--- config.mk ---
export PLATFORM = sky130hd
export DESIGN_NAME = dcache_dirty_par
export DESIGN_NICKNAME = d
export VERILOG_FILES = /design/src/rtl/dcache_dirty_par.sv
export SDC_FILE = /design/constraint.sdc
export NUM_CORES = 1
export LEC_CHECK = 0
export BUFFER_PORTS_ARGS = -buffer_cell sky130_fd_sc_hd__buf_2
export CORE_MARGIN = 2
export CORE_UTILIZATION = 45
export DETAILED_ROUTE_END_ITERATION = 8
export PLACE_DENSITY_LB_ADDON = 0.25
export SLEW_MARGIN = 40
export SYNTH_ARGS = -nofsm -noshare
export SYNTH_HDL_FRONTEND = slang
export SYNTH_SLANG_ARGS = --single-unit
--- constraint.sdc ---
create_clock -name clk -period 5.9 [get_ports clk]
set_input_delay 0.59 -clock clk [delete_from_list [all_inputs] [get_ports clk]]
set_output_delay 0.59 -clock clk [all_outputs]
set_load 0.02 [all_outputs]
--- src/rtl/dcache_dirty_par.sv ---
module dcache_dirty_par #(
  parameter int TAG_W = 8,
  parameter int IDX_W = 3,
  parameter int WAYS  = 2,
  localparam int ADDR_W = TAG_W + IDX_W + 2
)(
  input  logic              clk,
  input  logic              rst_n,
  input  logic              ctl_we,
  input  logic [2:0]        ctl_wdata,
  input  logic              req_valid,
  input  logic [1:0]        req_op,
  input  logic [ADDR_W-1:0] req_addr,
  input  logic              req_wthru,
  output logic              req_ready,
  output logic              fill_req,
  output logic [ADDR_W-1:0] fill_addr,
  input  logic              fill_ack,
  output logic              rsp_valid,
  output logic              rsp_hit,
  output logic              rsp_err
);
  localparam int SETS  = 1 << IDX_W;
  localparam int WAY_W = (WAYS > 1) ? $clog2(WAYS) : 1;
  localparam logic [1:0] OP_READ = 2'd0, OP_TOUCH = 2'd1, OP_STORE = 2'd2, OP_ZERO = 2'd3;

  logic             vld   [SETS][WAYS];
  logic [TAG_W-1:0] tag_q [SETS][WAYS];
  logic [3:0]       dty   [SETS][WAYS];
  logic [3:0]       par   [SETS][WAYS];
  logic [WAY_W-1:0] vic   [SETS];

  logic c_inj, c_all, c_fm;
  logic busy, f_inj, f_all;
  logic [ADDR_W-1:0] f_addr;

  logic [TAG_W-1:0] a_tag, f_tag;
  logic [IDX_W-1:0] a_idx, f_idx;
  logic [3:0]       dmask;
  logic             accept;
  logic [WAYS-1:0]  hit_vec;
  logic [WAY_W-1:0] hit_way, f_way;
  logic             par_bad;

  assign a_tag     = req_addr[ADDR_W-1 -: TAG_W];
  assign a_idx     = req_addr[2 +: IDX_W];
  assign dmask     = 4'b0001 << req_addr[1:0];
  assign f_tag     = f_addr[ADDR_W-1 -: TAG_W];
  assign f_idx     = f_addr[2 +: IDX_W];
  assign f_way     = vic[f_idx];
  assign req_ready = !busy;
  assign fill_req  = busy;
  assign fill_addr = f_addr;
  assign accept    = req_valid && req_ready;

  always_comb begin
    hit_vec = '0;
    hit_way = '0;
    par_bad = 1'b0;
    for (int w = WAYS - 1; w >= 0; w--) begin
      hit_vec[w] = vld[a_idx][w] && (tag_q[a_idx][w] == a_tag);
      if (hit_vec[w]) begin
        hit_way = WAY_W'(w);
        par_bad = par_bad | (|(dty[a_idx][w] ^ par[a_idx][w]));
      end
    end
  end

  function automatic logic [3:0] new_par(input logic [3:0] d, input logic [3:0] wm,
                                         input logic [3:0] oldp, input logic inj, input logic all);
    logic [3:0] r;
    for (int b = 0; b < 4; b++)
      r[b] = (inj && (all || wm[b])) ? ~d[b] : (wm[b] ? d[b] : oldp[b]);
    return r;
  endfunction

  always_ff @(posedge clk or negedge rst_n) begin
    if (!rst_n) begin
      for (int s = 0; s < SETS; s++) begin
        for (int w = 0; w < WAYS; w++) begin
          vld[s][w]   <= 1'b0;
          tag_q[s][w] <= '0;
          dty[s][w]   <= '0;
          par[s][w]   <= '0;
        end
        vic[s] <= '0;
      end
      {c_fm, c_all, c_inj} <= 3'b000;
      busy      <= 1'b0;
      f_inj     <= 1'b0;
      f_all     <= 1'b0;
      f_addr    <= '0;
      rsp_valid <= 1'b0;
      rsp_hit   <= 1'b0;
      rsp_err   <= 1'b0;
    end else begin
      rsp_valid <= 1'b0;
      if (ctl_we) {c_fm, c_all, c_inj} <= ctl_wdata;
      if (busy && fill_ack) begin
        busy                <= 1'b0;
        vld[f_idx][f_way]   <= 1'b1;
        tag_q[f_idx][f_way] <= f_tag;
        dty[f_idx][f_way]   <= 4'h0;
        par[f_idx][f_way]   <= new_par(4'h0, 4'hf, 4'h0, f_inj, f_all);
        vic[f_idx]          <= f_way + 1'b1;
      end
      if (accept) begin
        case (req_op)
          OP_READ: begin
            rsp_valid <= 1'b1;
            rsp_hit   <= |hit_vec;
            rsp_err   <= ($countones(hit_vec) > 1) || par_bad;
          end
          OP_TOUCH: begin
            if (!(|hit_vec) || c_fm) begin
              busy   <= 1'b1;
              f_addr <= req_addr;
              f_inj  <= c_inj;
              f_all  <= c_all;
            end
          end
          OP_STORE: begin
            if ((|hit_vec) && !req_wthru) begin
              dty[a_idx][hit_way] <= dty[a_idx][hit_way] | dmask;
              par[a_idx][hit_way] <= new_par(dty[a_idx][hit_way] | dmask, dmask,
                                             par[a_idx][hit_way], c_inj, c_all);
            end
          end
          default: begin
            if (|hit_vec) begin
              dty[a_idx][hit_way] <= 4'hf;
              par[a_idx][hit_way] <= new_par(4'hf, 4'hf, 4'h0, c_inj, c_all);
            end else begin
              vld[a_idx][vic[a_idx]]   <= 1'b1;
              tag_q[a_idx][vic[a_idx]] <= a_tag;
              dty[a_idx][vic[a_idx]]   <= 4'hf;
              par[a_idx][vic[a_idx]]   <= new_par(4'hf, 4'hf, 4'h0, c_inj, c_all);
              vic[a_idx]               <= vic[a_idx] + 1'b1;
            end
          end
        endcase
      end
    end
  end


  fill_hold_chk: assert property (@(posedge clk) disable iff (!rst_n)
    fill_req && !fill_ack |=> fill_req && $stable(fill_addr));

  busy_ready_chk: assert property (@(posedge clk) disable iff (!rst_n)
    fill_req |-> !req_ready);

  rsp_timing_chk: assert property (@(posedge clk) disable iff (!rst_n)
    accept && req_op == OP_READ |=> rsp_valid);

  err_needs_hit_chk: assert property (@(posedge clk) disable iff (!rst_n)
    rsp_valid && !rsp_hit |-> !rsp_err);

  touch_hit_quiet_chk: assert property (@(posedge clk) disable iff (!rst_n)
    accept && req_op == OP_TOUCH && (|hit_vec) && !c_fm |=> !fill_req);
endmodule

* Yosys cells after proc, flatten, opt, wreduce, memory -nomap -nowiden *
Cells that the tools add are included.

storage, ports and cells
  output and inout port bits = 18
  input bits = 24
  flip-flop bits (word level) = 301

operators by class
  reduce and logical (&&, ||, !) cells = 31
  $add $sub $neg = 3
  bitwise logic cells = 19
  mux-type cells = 107
  shift-type cells = 1
  equal/unequal tests = 4
  magnitude comparators = 11

operators by type and width
  operator            count
  $mux 128            4
  $mux 64             8
  $bwmux 64           5
  $bwmux 128          2
  $pmux 64 s2         2
  $mux 16             8
  $or 64x64->64       2
  $mux 8              13
  $demux 16 s3        2
  $demux 8 s3         3
  $and 64x64->64      1
  $not 64->64         1
  $bmux 16 s3         1
  $bmux 8 s3          2
  $mux 4              9
  $or 16x16->16       2
  $mux 1              28
  $bwmux 8            2
  $demux 8 s1         2
  $eq 8x8->1          2
  $logic_and 1x1->1   14
  $demux 2 s3         2
  $demux 4 s1         3
  $ge 4x4->1 const B  2
  other kinds (28)    56

* Depth between registers and ports, before layout *
  word-level depth = 19
  depth in mapped cells = 18

* Least setup slack after synthesis *
No wires, ideal clock.

  path kind = in2reg
  start point = in req_addr[2]
  end point = reg par[4] (netlist name)
  data required time = 5.818 ns
  library setup time = 0.082 ns
  slack = 2.056 ns
  cell stages on the path = 12
  arrival = 3.762 ns
  cells stage by stage = buf_6 > mux2_2 > mux4_2 > or4_1 > a222oi_1 > and4_1 > buf_6 > nand2_2 > mux2i_1 > a221o_2 > buf_2 > o22ai_1

on the way
  longest elaborated chain between the ends = 19

RTL lines
  element                                                                   line           source
  start, declared                                                           13             input logic [ADDR_W-1:0] req_addr,
  $not 3->4 (implied by the code) *                                         -
  $bmux 16 s3                                                               61             hit_vec[w] = vld[a_idx][w] && (tag_q[a_idx][w] == a_tag);
  $mux 16 (implied by the code) (2 in series)                               61
  $eq 8x8->1                                                                61
  $logic_and 1x1->1                                                         61
  $mux 1 (2 in series)                                                      62             if (hit_vec[w]) begin
  $not 1->2 (implied by the code)                                           125, 126, 132
  $ge 2x2->1 (implied by the code) (tied with other cells)                  125, 132
  $logic_and 1x1->1 (implied by the code) / $mux 4 (equally long branches)  125, 132
  $mux 4 (on tied branches)                                                 125, 132
  $demux 4 s1 / $or 4x4->4 (equally long branches)                          125, 132
  $mux 8 (implied by the code) (tied with other cells)                      125, 132
  $demux 8 s3 / $mux 1 (equally long branches)                              125, 132, 73
  $bwmux 64 (on tied branches)                                              132, 125
  $mux 64 (on tied branches)                                                130, 123
  $pmux 64 s2 *                                                             108            case (req_op)
  $mux 64 *                                                                 107            if (accept) begin
  end signal, assigned by index                                             104            par[f_idx][f_way] <= new_par(4'h0, 4'hf, 4'h0, f_inj, f_all);
  end signal, assigned by index                                             132            par[a_idx][hit_way] <= new_par(4'hf, 4'hf, 4'h0, c_inj, c_all);
  end signal, assigned by index                                             137            par[a_idx][vic[a_idx]] <= new_par(4'hf, 4'hf, 4'h0, c_inj, c_all);
  end, declared                                                             30             logic [3:0] par [SETS][WAYS];

Every way passes the cells marked *; elsewhere a longest branch is shown, timed or not. The select of a mux whose other input is x is not followed.
A chain may end at the register's enable or synchronous reset.

* Final worst setup path *
  start point = in req_addr[2]
  end point = reg par[12] (netlist name)

The elaborated chain is that of the path after synthesis.

==> impl_metrics.env <==
export IMPL_status="finished, final reports clean"
export IMPL_placementRows=73
export IMPL_ys_ff_latch=301
export IMPL_port_buffers=41
export IMPL_mostFrequentLayoutCells="dfrtp_1 (301), a21oi_1 (236), nor2_1 (206)"
export IMPL_synthMuxAreaShare_pct=15.3
export IMPL_cp_end_kind="flop"
export IMPL_cts_tree="built"
export IMPL_internal_power_mw=5.61
export IMPL_hold_ws_ps=241
export IMPL_fmax_mhz=223
export IMPL_relSlewSlack_pct=38.9
export IMPL_min_period_over_period_pct=75.9
export IMPL_clk_latency_ps=570
export IMPL_synth_top_family_by_area="compound AO/OA/AOI/OAI gates"
export IMPL_cts_path_max_buffers=3
export IMPL_cts_resized_gates=0
export IMPL_avgSynthCellArea_um2=9.16
export IMPL_yosys_area_share_simple_pct=14.3
export IMPL_synth_fa_ha_area_share_pct=0
export IMPL_ir_worst_vdd_mv=0.276
export IMPL_dr_pass1_iters=8
export IMPL_drt_total_wl_mm=69.2
export IMPL_wire_per_inst_um=27.7
export IMPL_post_cts_buffers=0
export IMPL_hold_path_class="in2reg"
export IMPL_htree_levels=2
export IMPL_dpl_hpwl_mm=46.8
export IMPL_setup_tns_ps=0
export IMPL_synth_compound_area_share_pct=22.9
export IMPL_crit_fanout=40
export IMPL_clockPowerShare_pct=29.2
export IMPL_vias=16700
export IMPL_synth_ff_type="dfrtp_1"
export IMPL_final_antenna_net_count=0
export IMPL_syn_instance_count=1953
export IMPL_start_util_pct=45.3
export IMPL_tightest_slew_ps=913
export IMPL_synth_edff_count=0
export IMPL_final_common_cell="dfrtp_1"
export IMPL_cts_clk_slew_worst_paths_ps=60
export IMPL_first_iter_violations=1955
export IMPL_sequentialPowerShare_pct=41.4
export IMPL_cts_sinks=301
export IMPL_powerDensity_nw_per_um2=427
export IMPL_dieArea_um2=41400
export IMPL_worst_ep_arrival_time_ps=4880
export IMPL_start_kind="primary input"
export IMPL_power_frac_comb_pct=29.4
export IMPL_grt_pass1_wl_mm=104
export IMPL_ys_types=83
export IMPL_leakage_nw=8.91
export IMPL_max_cap_violations=0
export IMPL_gr_total_overflow=0
export IMPL_synthXorXnorAreaFrac_pct=0.783
export IMPL_synthToLayoutAreaGrowth_pct=12.2
export IMPL_die_h_um=203
export IMPL_viasPerCell=6.69
export IMPL_crit_type="in2reg"
export IMPL_slew_viol_final=0
export IMPL_core_um2=39500
export IMPL_cts_buffers=36
export IMPL_yosysWarnings=0
export IMPL_sw_frac_of_total_pct=34.5
export IMPL_setup_viol=0
export IMPL_place_gp_congestion=1.00
export IMPL_power_switching_mw=2.96
export IMPL_layout_drive_gt1_share_pct=15.0
export IMPL_syn_nets=1977
export IMPL_fin_crit_ps=4480
export IMPL_async_flop_share_pct=100
export IMPL_power_total_mw=8.57
export IMPL_antenna_found_initial=0
export IMPL_fp_dieW_um=203
export IMPL_grt_max_degree=140
export IMPL_ioPinCount=42
export IMPL_track_usage_pct=33.6
export IMPL_skew_ps=18.0
export IMPL_nets=1972
export IMPL_grt_pass1_vias=16200
export IMPL_rsz0062_at_grt="no"
export IMPL_finalHoldViolCount=0
export IMPL_cts_root_buf="clkbuf_16"
export IMPL_seq_area_frac_synth_pct=42.1
export IMPL_cts_hold_buf=0
export IMPL_syn_area_um2=17900
export IMPL_drc=0
export IMPL_crit_required_ps=6300
## sequential cells by signal, indices dropped and copies added (netlist names), 8 cells and up
register	cells
par	64
tag_q	128
fill_addr	13
vld	16
dty	64
vic	8
## layer usage
layer  routed length, µm  vias to the layer above  track usage [%]
met2               30300                     1020             50.0
met5                   0                        -                0
met4                4640                        0             21.0
met1               27300                     8233             44.6
met3                7050                      281             7.21
li1                    -                     7191                -
## logic make-up after synthesis
family | count (synthesis)
AO/OA/AOI/OAI | 653
XOR/XNOR | 16
buffers and inverters | 179
flip-flops | 301
multiplexers | 243
AND/OR/NAND/NOR | 561
## critical path, cell delays in order
cell	delay, ps
buf_4	530
mux2_2	400
mux4_2	480
or4_1	570
a222oi_1	420
and4_1	270
buf_4	350
nand2_2	220
o21ai_1	230
a221o_2	540
o21ai_0	210
## power by group through the flow
stage | logic, mW | clock network, mW | registers [mW]
3_3_place_gp | 2.39 | 0 | 3.53
6_report | 2.52 | 2.50 | 3.54
5_1_grt | 2.76 | 2.61 | 3.62
3_5_place_dp | 2.47 | 0 | 3.54
4_1_cts | 2.48 | 2.53 | 3.51
2_1_floorplan | 1.89 | 0 | 3.27
## Yosys cell counts, types with 11 or more instances
cell | n | area, µm²
a21o_1 | 25 | 188
a21oi_1 | 236 | 1180
a22oi_1 | 24 | 180
a2bb2oi_1 | 11 | 96.3
a31oi_1 | 21 | 131
buf_1 | 17 | 63.8
buf_2 | 32 | 160
clkbuf_1 | 97 | 364
dfrtp_1 | 301 | 7530
inv_1 | 15 | 56.3
mux2_2 | 51 | 574
mux2i_1 | 172 | 1720
mux4_2 | 19 | 428
nand2_1 | 160 | 601
nand3_1 | 58 | 290
nor2_1 | 208 | 781
nor3_1 | 39 | 195
o211ai_1 | 38 | 285
o21a_1 | 13 | 97.6
o21ai_0 | 94 | 470
o21ai_1 | 36 | 180
o221ai_1 | 22 | 193
o22ai_1 | 51 | 319
or3_1 | 12 | 75.1
## metrics by stage
stage / utilization [%] / cells / setup slack (ps) / area (µm²)
CTS: 50.7 / 2496 / 1520 / 20000
global route: 50.8 / 2499 / 1270 / 20100
finish: 50.8 / 2500 / 1420 / 20100
global placement: 47.2 / 2430 / 1050 / 18600
detailed placement: 47.3 / 2432 / 923 / 18700
floorplan: - / 1953 / 2060 / 17900
## area by class of cell
type,instances,area (µm²)
Fill cell,3707,19400
Timing Repair Buffer,121,875
Sequential cell,301,7530
Multi-Input combinational cell,1473,9620
Clock inverter,14,262
Clock buffer,50,1060
Tap cell,525,657
Inverter,15,56.3
Antenna cell,1,2.50
## path summary, 6_finish.rpt
check,slack [ps],endpoint,depth (start not counted),startpoint
max in group asynchronous,4110,tag_q[85],4,rst_n
setup / recovery,1420,par[12],11,req_addr[2]
hold reg to reg,470,vld[6],1,vld[6]
setup reg to reg,1770,dty[15],10,tag_q[9]
min in group asynchronous,490,c_all,2,rst_n
hold / removal,240,fill_req,2,fill_ack
(Power assumes the default switching activity.)
